`src/rtl/ir_carrier_pkg.sv`:
```
package ir_carrier_pkg;

  typedef enum logic [1:0] {
    SRC_SYS   = 2'd0,
    SRC_XTAL3 = 2'd1,
    SRC_US1   = 2'd2,
    SRC_US10  = 2'd3
  } tick_src_e;

  localparam int unsigned DATA_W       = 32;
  localparam int unsigned CTRL_EN_BIT  = 0;
  localparam int unsigned CTRL_INIT_BIT = 2;
  localparam int unsigned CTRL_SRC_LSB = 12;
  localparam int unsigned MOD_LO_LSB   = 16;
  localparam int unsigned MOD_HI_LSB   = 0;
  localparam int unsigned ADDR_CTRL    = 0;
  localparam int unsigned ADDR_MOD     = 1;
  localparam int unsigned XTAL_DIV     = 3;
  localparam int unsigned TEN_DIV      = 10;

  typedef struct packed {
    tick_src_e src;
    logic      init_high;
    logic      en;
  } ctrl_t;

endpackage

```
`src/rtl/ir_carrier_regs.sv`:
```
module ir_carrier_regs
  import ir_carrier_pkg::*;
#(
  parameter int unsigned CNT_W  = 16,
  parameter int unsigned ADDR_W = 1
) (
  input  logic                 clk_i,
  input  logic                 rst_ni,
  input  logic                 wr_en_i,
  input  logic [ADDR_W-1:0]    wr_addr_i,
  input  logic [DATA_W-1:0]    wr_data_i,
  output ctrl_t                ctrl_o,
  output logic [CNT_W-1:0]     hi_cnt_o,
  output logic [CNT_W-1:0]     lo_cnt_o
);

  logic wr_ctrl, wr_mod;
  assign wr_ctrl = wr_en_i && (wr_addr_i == ADDR_W'(ADDR_CTRL));
  assign wr_mod  = wr_en_i && (wr_addr_i == ADDR_W'(ADDR_MOD));

  always_ff @(posedge clk_i or negedge rst_ni) begin
    if (!rst_ni) begin
      ctrl_o <= '{src: SRC_SYS, init_high: 1'b0, en: 1'b0};
    end else if (wr_ctrl) begin
      ctrl_o.en        <= wr_data_i[CTRL_EN_BIT];
      ctrl_o.init_high <= wr_data_i[CTRL_INIT_BIT];
      ctrl_o.src       <= tick_src_e'(wr_data_i[CTRL_SRC_LSB +: 2]);
    end
  end

  // shadow copy; the phase counter decides when it becomes active
  always_ff @(posedge clk_i or negedge rst_ni) begin
    if (!rst_ni) begin
      hi_cnt_o <= '0;
      lo_cnt_o <= '0;
    end else if (wr_mod) begin
      hi_cnt_o <= wr_data_i[MOD_HI_LSB +: CNT_W];
      lo_cnt_o <= wr_data_i[MOD_LO_LSB +: CNT_W];
    end
  end

endmodule

```
`src/rtl/ir_tick_gen.sv`:
```
module ir_tick_gen
  import ir_carrier_pkg::*;
#(
  parameter int unsigned US_DIV = 24
) (
  input  logic      clk_i,
  input  logic      rst_ni,
  input  logic      clr_i,
  input  tick_src_e src_i,
  input  logic      xtal_strobe_i,
  output logic      tick_o
);

  localparam int unsigned US_W  = (US_DIV > 1) ? $clog2(US_DIV) : 1;
  localparam int unsigned TEN_W = $clog2(TEN_DIV);
  localparam int unsigned X_W   = $clog2(XTAL_DIV);

  logic [US_W-1:0]  us_cnt;
  logic [TEN_W-1:0] ten_cnt;
  logic [X_W-1:0]   x_cnt;
  logic us_tick, ten_tick, x_tick;

  generate
    if (US_DIV > 1) begin : g_us_div
      assign us_tick = !clr_i && (us_cnt == US_W'(US_DIV - 1));
      always_ff @(posedge clk_i or negedge rst_ni) begin
        if (!rst_ni)      us_cnt <= '0;
        else if (clr_i)   us_cnt <= '0;
        else if (us_tick) us_cnt <= '0;
        else              us_cnt <= us_cnt + 1'b1;
      end
    end else begin : g_us_pass
      assign us_tick = !clr_i;
      always_ff @(posedge clk_i or negedge rst_ni) begin
        if (!rst_ni) us_cnt <= '0;
        else         us_cnt <= '0;
      end
    end
  endgenerate

  assign ten_tick = us_tick && (ten_cnt == TEN_W'(TEN_DIV - 1));

  always_ff @(posedge clk_i or negedge rst_ni) begin
    if (!rst_ni)       ten_cnt <= '0;
    else if (clr_i)    ten_cnt <= '0;
    else if (ten_tick) ten_cnt <= '0;
    else if (us_tick)  ten_cnt <= ten_cnt + 1'b1;
  end

  assign x_tick = !clr_i && xtal_strobe_i && (x_cnt == X_W'(XTAL_DIV - 1));

  always_ff @(posedge clk_i or negedge rst_ni) begin
    if (!rst_ni)            x_cnt <= '0;
    else if (clr_i)         x_cnt <= '0;
    else if (x_tick)        x_cnt <= '0;
    else if (xtal_strobe_i) x_cnt <= x_cnt + 1'b1;
  end

  always_comb begin
    unique case (src_i)
      SRC_SYS:   tick_o = !clr_i;
      SRC_XTAL3: tick_o = x_tick;
      SRC_US1:   tick_o = us_tick;
      SRC_US10:  tick_o = ten_tick;
      default:   tick_o = 1'b0;
    endcase
  end

endmodule

```
`src/rtl/ir_phase_ctr.sv`:
```
module ir_phase_ctr #(
  parameter int unsigned CNT_W = 16
) (
  input  logic               clk_i,
  input  logic               rst_ni,
  input  logic               run_i,
  input  logic               tick_i,
  input  logic [CNT_W-1:0]   hi_cnt_i,
  input  logic [CNT_W-1:0]   lo_cnt_i,
  output logic               phase_hi_o,
  output logic               boundary_o,
  output logic [2*CNT_W-1:0] act_word_o
);

  logic [CNT_W-1:0] cnt_q;
  logic [CNT_W-1:0] act_hi, act_lo;

  assign act_hi     = act_word_o[CNT_W-1:0];
  assign act_lo     = act_word_o[2*CNT_W-1:CNT_W];

  always_ff @(posedge clk_i or negedge rst_ni) begin
    if (!rst_ni) begin
      phase_hi_o <= 1'b1;
      cnt_q      <= '0;
      act_word_o <= '0;
      boundary_o <= 1'b0;
    end else begin
      boundary_o <= 1'b0;
      if (!run_i) begin
        phase_hi_o <= 1'b1;
        cnt_q      <= '0;
        act_word_o <= {lo_cnt_i, hi_cnt_i};
      end else if (tick_i) begin
        if (phase_hi_o) begin
          if (cnt_q == act_hi) begin
            phase_hi_o <= 1'b0;
            cnt_q      <= '0;
          end else begin
            cnt_q <= cnt_q + 1'b1;
          end
        end else if (cnt_q == act_lo) begin
          // period boundary: restart high, adopt shadow word
          phase_hi_o <= 1'b1;
          cnt_q      <= '0;
          act_word_o <= {lo_cnt_i, hi_cnt_i};
          boundary_o <= 1'b1;
        end else begin
          cnt_q <= cnt_q + 1'b1;
        end
      end
    end
  end

endmodule

```
`src/rtl/ir_carrier_gen.sv`:
```
module ir_carrier_gen
  import ir_carrier_pkg::*;
#(
  parameter int unsigned CNT_W  = 16,
  parameter int unsigned US_DIV = 24,
  parameter int unsigned ADDR_W = 1
) (
  input  logic              clk_i,
  input  logic              rst_ni,
  input  logic              wr_en_i,
  input  logic [ADDR_W-1:0] wr_addr_i,
  input  logic [31:0]       wr_data_i,
  input  logic              xtal_strobe_i,
  input  logic              gate_i,
  output logic              carrier_o,
  output logic              period_tick_o
);

  ctrl_t               ctrl_s;
  logic [CNT_W-1:0]    hi_cnt_s, lo_cnt_s;
  logic [2*CNT_W-1:0]  act_word_s;
  logic                run_s, init_hi_s, tick_s, phase_hi_s;

  ir_carrier_regs #(.CNT_W(CNT_W), .ADDR_W(ADDR_W)) u_regs (
    .clk_i     (clk_i),
    .rst_ni    (rst_ni),
    .wr_en_i   (wr_en_i),
    .wr_addr_i (wr_addr_i),
    .wr_data_i (wr_data_i),
    .ctrl_o    (ctrl_s),
    .hi_cnt_o  (hi_cnt_s),
    .lo_cnt_o  (lo_cnt_s)
  );

  assign init_hi_s = ctrl_s.init_high;
  assign run_s     = ctrl_s.en && !ctrl_s.init_high;

  ir_tick_gen #(.US_DIV(US_DIV)) u_tick (
    .clk_i         (clk_i),
    .rst_ni        (rst_ni),
    .clr_i         (!run_s),
    .src_i         (ctrl_s.src),
    .xtal_strobe_i (xtal_strobe_i),
    .tick_o        (tick_s)
  );

  ir_phase_ctr #(.CNT_W(CNT_W)) u_phase (
    .clk_i      (clk_i),
    .rst_ni     (rst_ni),
    .run_i      (run_s),
    .tick_i     (tick_s),
    .hi_cnt_i   (hi_cnt_s),
    .lo_cnt_i   (lo_cnt_s),
    .phase_hi_o (phase_hi_s),
    .boundary_o (period_tick_o),
    .act_word_o (act_word_s)
  );

  assign carrier_o = init_hi_s || (run_s && gate_i && phase_hi_s);

endmodule

```
`config.mk`:
```
export PLATFORM = sky130hd
export DESIGN_NAME = ir_carrier_gen
export DESIGN_NICKNAME = d
export VERILOG_FILES = /design/src/rtl/ir_carrier_pkg.sv /design/src/rtl/ir_carrier_regs.sv /design/src/rtl/ir_tick_gen.sv /design/src/rtl/ir_phase_ctr.sv /design/src/rtl/ir_carrier_gen.sv
export SDC_FILE = /design/constraint.sdc
export NUM_CORES = 1
export LEC_CHECK = 0
export BUFFER_PORTS_ARGS = -buffer_cell sky130_fd_sc_hd__buf_2
export CORE_ASPECT_RATIO = 0.75
export CORE_MARGIN = 1
export CORE_UTILIZATION = 35
export CTS_CLUSTER_DIAMETER = 150
export CTS_CLUSTER_SIZE = 28
export DETAILED_ROUTE_END_ITERATION = 8
export PLACE_DENSITY = 0.59
export SLEW_MARGIN = 25
export SYNTH_ARGS = -nofsm -noshare
export SYNTH_HDL_FRONTEND = slang
export SYNTH_SLANG_ARGS = --single-unit
```
`constraint.sdc`:
```
create_clock -name clk_i -period 4.2 [get_ports clk_i]
set_clock_uncertainty 0.2 [all_clocks]
set_input_delay 0.63 -clock clk_i [delete_from_list [all_inputs] [get_ports clk_i]]
set_output_delay 0.63 -clock clk_i [all_outputs]
set_load 0.02 [all_outputs]
```
==> impl_metrics.json, run 1 <==
{
  "status": "finished, final reports clean",
  "clkSinkCount": 97,
  "vdd_drop_max_v": 0.000253,
  "crit_chain": "nand2b_1 > a2111oi_2 > nor3_2 > buf_4 > a21oi_4 > buf_4 > mux2_4",
  "clk_latency_ns": 0.34,
  "wire_per_inst_um": 15.6,
  "ys_seq_area_share_pct": 53.0,
  "cts_tree": "done",
  "syn-mean-instance-area_um2": 13.0,
  "end_kind": "flip-flop",
  "r2r-start": "u_regs.ctrl_o[1]",
  "use_met2_pct": 21.6,
  "crit_start": "u_regs.ctrl_o[1]",
  "slew_viol_final": 0,
  "crit_path_frequent_cell": "buf_4",
  "power_frac_clock_pct": 30.1,
  "dpl_worst_slack_ns": 1.09,
  "switchingPower_mw": 0.666,
  "die_h_um": 101,
  "synth_edf_count": 0,
  "syn_area_mm2": 0.00458,
  "cts_buffers": 9,
  "syn_to_final_growth_pct": 13.2,
  "relSlewSlack_pct": 39.0,
  "comb_power_share_pct": 20.5,
  "finalWeightedCongestion": 0.812,
  "drt_drc_violations_left": 0,
  "num_rows": 35,
  "yosys_warnings": 0,
  "grt_max_degree": 80,
  "core_area_mm2": 0.0125,
  "finalCriticalPeriod_ns": 3.09,
  "maxCapViolCount": 0,
  "tightest_slew_ns": 0.913,
  "synth.most_common_cell": "dfrtp_1",
  "setup_violations": 0,
  "vias": 2780,
  "power.internal_mw": 1.81,
  "switching_share_pct": 26.9,
  "antenna_found_initial": 0,
  "cts_hold_buf": 0,
  "die-width_um": 134,
  "io_buffers": 39,
  "hold_viol": 0,
  "synthFlopType": "dfrtp_1",
  "yosys-top-cells-area": "dfrtp_1 (52%), mux2_2 (10%), mux2_4 (9.5%)",
  "ys_types": 43,
  "drtAntennaViolNets": 0,
  "cts.reportedPaths.clkPinSlew_ns": 0.06,
  "grt_pass1_vias": 2797,
  "cpPeakStageDelay_ns": 0.52,
  "met1_usage_pct": 19.9,
  "yosysTopAreaCellShare_pct": 52.4,
  "cts-resized-gates": 0,
  "overflow": 0,
  "pin_count": 40,
  "via_per_inst": 4.96,
  "crit_fanout": 21,
  "syn_nets": 396,
  "required_ns": 4.23,
  "syn_inst": 354,
  "min_period_over_period_pct": 73.7,
  "ys_ff_latch": 97,
  "final_layout_size_suffix_gt1_share_pct": 35.7,
  "fill_cells": 1188,
  "slowest_stage": "a2111oi_2",
  "initial_core_util_pct": 36.6,
  "grt_pass1_wl_um": 14700,
  "async_reset_ff_share_pct": 100,
  "track_usage_pct": 14.3,
  "dr.pass1.iters": 4,
  "fin_tns_setup_ns": 0,
  "post_cts_buffers": 0,
  "cts_root_buffer": "clkbuf_16",
  "hpwl_um": 6170,
  "gr-usage-met3_pct": 4.02,
  "die-area_mm2": 0.0136,
  "critPathArrivalTime_ns": 3.12,
  "diodes": 0,
  "cts_max_path_buffers": 2,
  "nets": 433,
  "p_leak_nw": 2.35,
  "powerDensity_mw_per_mm2": 477,
  "top_usage_layer": "met2",
  "critPathKind": "reg -> reg",
  "min_path_type": "in -> async",
  "worstSetupStartpointType": "flip-flop",
  "fmax_ghz": 0.323,
  "synth_common_cells": "dfrtp_1 (96), mux2_2 (41), xnor2_1 (32)",
  "rsz0062_at_grt": "no",
  "yosysTopAreaCell": "dfrtp_1",
  "hold_ws_ns": 0.115,
  "sequentialPowerShare_pct": 49.4,
  "drt_iter0_markers": 130,
  "wl_um": 8730,
  "layout_setup_ws_ns": 1.11,
  "h-tree-depth": 3
}
-- worst max-delay path, delay by kind of cell, from the launching register on --
kind                   cells  cell delay, ns
and+or+nand+nor            2            0.45
muxes                      1            0.33
AOI/OAI and AO/OA          2            0.98
DFF                        1            0.40
buffers and inverters      2            0.61
-- stage by stage --
step           power (mW)  util (%)  cells  cell area, µm²
2_1_floorplan        1.62         -    354            4580
3_3_place_gp         1.74      39.2    545            4910
3_5_place_dp         1.75      39.2    545            4910
4_1_cts              2.51      41.3    560            5180
5_1_grt              2.61      41.4    561            5190
6_report             2.48      41.4    561            5190
-- placed cells by master, fill, tap and decap left out, drive strengths merged, types with 3 or more instances in the layout --
cell,n
xnor2,32
o21ai,5
clkbuf,9
ha,4
mux2,70
nand2,14
a22o,14
nor2,26
a21o,13
nand4,9
dfrtp,96
inv,5
nand3b,3
nand2b,4
a21oi,6
clkinv,4
and3,3
nand3,9
nor2b,3
buf,45
-- flip-flops by register name, indices dropped and copies added, names as in the netlist, 2 cells and up --
name and flops:
u_tick.x_cnt 2, u_regs.hi_cnt_o 16, u_regs.lo_cnt_o 16, u_tick.ten_cnt 4, u_phase.cnt_q 16, u_regs.ctrl_o 4
u_phase.act_word_o 32, u_tick.us_cnt 5
-- area by class of cell --
cell class	instances	area (µm²)	area share [%]
well taps	166	208	4.00
clock buffers	9	225	4.34
repair buffers	45	246	4.75
flip-flops and latches	97	2430	46.8
multi-input cells	234	2020	39.0
clock inverters	6	43.8	0.844
inverters	4	15.0	0.289
-- power by group through the flow --
stage	registers, mW	logic [mW]	clock network (mW)
2_1_floorplan	1.19	0.432	0
3_3_place_gp	1.24	0.498	0
3_5_place_dp	1.24	0.509	0
4_1_cts	1.23	0.512	0.773
5_1_grt	1.25	0.553	0.810
6_report	1.22	0.508	0.746
-- cells by family after synthesis --
family	synth area share, %
compound gates	7.64
xor+xnor	6.50
fa+ha+maj	1.09
buf+inv	2.89
flops	53.0
mux	19.8
simple gates	9.12
-- worst paths after layout --
kind | endpoint | cells after the start | slack, ns
setup reg to reg | u_phase.act_word_o[18] | 7 | 1.11
max in group asynchronous | u_phase.act_word_o[20] | 2 | 2.95
hold / removal | u_regs.hi_cnt_o[7] | 1 | 0.11
hold reg to reg | u_tick.us_cnt[0] | 1 | 0.26
setup / recovery | u_phase.act_word_o[18] | 7 | 1.11
min in group clk_i | u_tick.us_cnt[0] | 1 | 0.26
-- routing by layer --
metal / vias to the layer above / share of wire (%)
met5: - / 0
met4: 0 / 0.92
met3: 7 / 5.1
met2: 66 / 43
met1: 1386 / 51
li1: 1321 / -
(Power assumes the default switching activity.)
==> run 2, diff against run 1 <==
- PLACE_DENSITY: 0.59 -> 0.6
- clock period: 4.2 -> 2.8 ns (I/O delays scaled with it)
==> impl_metrics.json, run 2 (synthesis gave the netlist of run 1 again) <==
{
  "top_layer_used": "met4",
  "slew_viol_final": 0,
  "post_cts_buffers": 0,
  "fill_cells": 1187,
  "fin_tns_setup_ns": 0,
  "min_period_over_period_pct": 93.8,
  "worstSetupStartpointType": "flip-flop",
  "cts_max_path_buffers": 2,
  "wl_um": 8510,
  "initial_core_util_pct": 36.6,
  "grt_pass1_vias": 2817,
  "largest_register_ffs": 32,
  "end_kind": "flip-flop",
  "required_ns": 2.83,
  "via_per_inst": 4.86,
  "drtAntennaViolNets": 0,
  "wire_per_inst_um": 15.0,
  "io_buffers": 39,
  "placed_area_mm2": 0.00498,
  "critPathKind": "reg -> reg",
  "final_common_cell": "dfrtp_1",
  "grt_max_degree": 56,
  "cts_buffers": 9,
  "diodes": 0,
  "track_usage_pct": 14.0,
  "post-route-util_pct": 42.5,
  "rrSetupSlack_ns": 0.17,
  "whs_path_depth": 3,
  "crit_chain": "xnor2_1 > nand4_1 > nor4_4 > nand2_1 > a21oi_4 > buf_12 > mux2_2",
  "overflow": 0,
  "maxCapViolCount": 0,
  "p_leak_nw": 2.42,
  "tightest_slew_ns": 0.547,
  "setup_violations": 0,
  "crit_fanout": 33,
  "rsz0062_at_grt": "no",
  "drt_drc_violations_left": 0,
  "hpwl_um": 6080,
  "powerDensity_mw_per_mm2": 734,
  "die_h_um": 101,
  "ff_latch_area_mm2": 0.00243,
  "dpl_worst_slack_ns": 0.112,
  "cts.reportedPaths.clkPinSlew_ns": 0.07,
  "final_layout_size_suffix_gt1_share_pct": 36.8,
  "r2r-start": "u_phase.cnt_q[2]",
  "cpPeakStageDelay_ns": 0.49,
  "fmax_ghz": 0.381,
  "met2_length_um": 3730,
  "holdPathEnd": "u_regs.ctrl_o[3]",
  "top_register": "u_phase.act_word_o",
  "die-area_mm2": 0.0136,
  "critPathArrivalTime_ns": 2.66,
  "vdd_drop_max_v": 0.000382,
  "finalCriticalPeriod_ns": 2.63,
  "clk_latency_ns": 0.34,
  "relSlewSlack_pct": 63.3,
  "reg2reg_to": "u_phase.act_word_o[11]",
  "postLayoutCellArea_mm2": 0.00532,
  "status": "finished, final reports clean",
  "slowest_stage": "dfrtp_1",
  "cts_root_buffer": "clkbuf_16",
  "core_area_mm2": 0.0125,
  "min_path_type": "in -> reg",
  "die-width_um": 134,
  "clkSinkCount": 97,
  "vias": 2759,
  "pin_count": 40,
  "crit_start": "u_phase.cnt_q[2]",
  "nets": 439,
  "hold_start": "wr_data_i[13]",
  "mostFrequentLayoutCells": "dfrtp_1 (96), mux2_2 (41), buf_2 (38)",
  "total_power_mw": 3.91,
  "grt_pass1_wl_um": 14600,
  "num_rows": 35,
  "h-tree-depth": 3,
  "drt_iter0_markers": 151,
  "met3RoutedLength_um": 407,
  "cts_tree": "done",
  "syn_to_final_growth_pct": 16.1,
  "m1WireLength_um": 4260,
  "hold_viol": 0,
  "finalWeightedCongestion": 0.795,
  "multi_input_area_mm2": 0.00203,
  "dr.pass1.iters": 4,
  "worst_r2r_path_depth": 7,
  "antenna_found_initial": 0,
  "layout_setup_ws_ns": 0.175
}
[run 2: metrics by stage]
step                hold WS, ns  instances
finish                    0.102        568
global route             0.0866        568
CTS                      0.0880        568
detailed placement        0.242        551
global placement          0.240        551
floorplan               -0.0756        354
[run 2: routing by layer]
metal / up-vias / GRT usage, %
met3: 9 / 3.72
met2: 52 / 21.4
met5: - / 0
met1: 1369 / 19.4
li1: 1329 / -
met4: 0 / 4.75
[run 2: power breakdown]
group	switching (mW)	internal [mW]
Clock	0.530	0.772
Combinational	0.288	0.491
Sequential	0.187	1.64
Total	1.01	2.90
[run 2: cell type report]
cell class	instances	share of cell area (%)
Clock buffer	12	5.01
Clock inverter	4	1.03
Inverter	4	0.282
Multi-Input combinational cell	234	38.2
Sequential cell	97	45.6
Tap cell	166	3.90
Timing Repair Buffer	51	5.92
[run 2: critical path: cells and delay by family (launching register included)]
| family | cells | cell delay [ns] |
|---|---|---|
| and+or+nand+nor | 3 | 0.78 |
| DFF | 1 | 0.49 |
| muxes | 1 | 0.36 |
| buffers and inverters | 1 | 0.26 |
| AOI/OAI and AO/OA | 1 | 0.20 |
| xor gates and xnor gates | 1 | 0.19 |
[run 2: how the worst max path moves through the flow]
stage	slack, ns	endpoint	cells past startpoint
3_3_place_gp	0.09	u_phase.act_word_o[10]	7
5_1_grt	0.05	u_phase.act_word_o[11]	7
6_report	0.17	u_phase.act_word_o[11]	7
3_5_place_dp	0.11	u_phase.act_word_o[10]	7
2_1_floorplan	0.49	u_phase.act_word_o[12]	8
4_1_cts	0.09	u_phase.act_word_o[10]	7
[run 2: what timing repair did]
| action | 4_1_cts | 5_1_grt |
|---|---|---|
| endpoints found under the setup margin | 0 | 45 |
| hold buffers | 1 | 0 |
| resized for setup | 0 | 2 |
| hold endpoints to repair | 42 | 0 |
==> run 3, diff against run 2 <==
- PLACE_DENSITY: 0.6 -> not set
- PLACE_DENSITY_LB_ADDON: not set -> 0.12
==> impl_metrics.json, run 3 (synthesis gave the netlist of run 1 again) <==
{
  "finalCriticalPeriod_ns": 2.66,
  "drt_iter0_markers": 77,
  "dr.pass1.iters": 4,
  "total_power_mw": 4.01,
  "min_period_over_period_pct": 95.0,
  "sequentialPowerShare_pct": 45.6,
  "maxCapViolCount": 0,
  "overflow": 0,
  "placed_area_mm2": 0.00499,
  "diodes": 0,
  "critPathKind": "reg -> reg",
  "comb_power_share_pct": 19.6,
  "switching_share_pct": 25.1,
  "fin_tns_setup_ns": 0,
  "hold_ws_ns": 0.101,
  "grt_pass1_vias": 2850,
  "critPathArrivalTime_ns": 2.69,
  "end_kind": "flip-flop",
  "cts_root_buffer": "clkbuf_16",
  "switchingPower_mw": 1.01,
  "p_leak_nw": 2.44,
  "gr-usage-met3_pct": 3.92,
  "fmax_ghz": 0.376,
  "cts_tree": "done",
  "power_frac_clock_pct": 34.8,
  "die-area_mm2": 0.0136,
  "grt_pass1_wl_um": 15200,
  "wl_um": 8890,
  "grt_max_degree": 58,
  "relSlewSlack_pct": 58.1,
  "slew_viol_final": 0,
  "status": "finished, final reports clean",
  "vdd_drop_max_v": 0.000415,
  "core_area_mm2": 0.0125,
  "antenna_found_initial": 0,
  "finalWeightedCongestion": 0.767,
  "worstSetupStartpointType": "flip-flop",
  "powerDensity_mw_per_mm2": 749,
  "use_met2_pct": 21.6,
  "postLayoutCellArea_mm2": 0.00536,
  "via_per_inst": 4.80,
  "mostFrequentLayoutCells": "dfrtp_1 (96), mux2_2 (41), buf_2 (38)",
  "met1_usage_pct": 21.3,
  "die-width_um": 134,
  "setup_violations": 0,
  "pin_count": 40,
  "vias": 2732,
  "syn_to_final_growth_pct": 16.8,
  "cts_buffers": 9,
  "cts_max_path_buffers": 2,
  "top_register": "u_phase.act_word_o",
  "required_ns": 2.83,
  "die_h_um": 101,
  "min_path_type": "in -> reg",
  "drtAntennaViolNets": 0,
  "rsz0062_at_grt": "no",
  "fill_cells": 1219,
  "h-tree-depth": 3,
  "clkSinkCount": 97,
  "nets": 441,
  "largest_register_ffs": 32,
  "cts.reportedPaths.clkPinSlew_ns": 0.07,
  "final_common_cell": "dfrtp_1",
  "hold_viol": 0,
  "final_layout_size_suffix_gt1_share_pct": 37.0,
  "crit_fanout": 33,
  "clk_latency_ns": 0.34,
  "track_usage_pct": 14.8,
  "num_rows": 35,
  "initial_core_util_pct": 36.6,
  "power.internal_mw": 3.00,
  "io_buffers": 39,
  "tightest_slew_ns": 0.625,
  "post-route-util_pct": 42.8,
  "hpwl_um": 6330,
  "wire_per_inst_um": 15.6,
  "top_usage_layer": "met2",
  "drt_drc_violations_left": 0
}
run 3: final cells by class:
cell class,instances,area (µm²),area share [%]
Clock buffer,9,225,4.20
Clock inverter,6,115,2.15
Inverter,4,15.0,0.280
Multi-Input combinational cell,234,2030,38.0
Sequential cell,97,2430,45.3
Tap cell,166,208,3.88
Timing Repair Buffer,53,330,6.17
run 3: power by group through the flow:
stage / clock (mW) / sequential, mW / combinational, mW
after global placement: 0 / 1.86 / 0.777
after floorplan: 0 / 1.79 / 0.649
after detailed placement: 0 / 1.86 / 0.787
after global routing: 1.50 / 1.87 / 0.857
after CTS: 1.44 / 1.84 / 0.791
final: 1.40 / 1.83 / 0.785
run 3: what timing repair did:
action,4_1_cts,5_1_grt
resized for setup,0,1
hold endpoints to repair,40,0
hold buffers,1,0
setup buffers,0,0
endpoints found under the setup margin,0,20
run 3: path summary, 6_finish.rpt:
path / from / to / slack [ns] / depth (start not counted)
worst max register to register: u_phase.cnt_q[14] / u_phase.act_word_o[11] / 0.14 / 7
min in group asynchronous: rst_ni / u_tick.us_cnt[3] / 0.41 / 2
worst min register to register: u_tick.us_cnt[0] / u_tick.us_cnt[0] / 0.26 / 1
worst max-delay path: u_phase.cnt_q[14] / u_phase.act_word_o[11] / 0.14 / 7
worst min-delay path: wr_data_i[7] / u_regs.hi_cnt_o[7] / 0.10 / 2
max in group asynchronous: rst_ni / u_phase.phase_hi_o / 1.26 / 3
run 3: worst max-delay path, cell delays in order (launching register included):
cell     delay [ns]
dfrtp_1        0.49
xnor2_1        0.20
nand4_1        0.20
nor4_4         0.42
nand2_1        0.20
a21oi_4        0.20
buf_12         0.24
mux2_2         0.36
run 3: metrics by stage:
step,worst slack [ns],std cells
floorplan,0.488,354
global placement,0.0455,553
detailed placement,0.0369,553
CTS,0.0140,569
global route,0.000736,569
finish,0.139,569
run 3: per-layer routing:
metal / part of all wire, % / vias to the layer above
li1: - / 1329
met1: 53 / 1349
met2: 42 / 39
met3: 3.3 / 15
met4: 1.5 / 0
met5: 0 / -
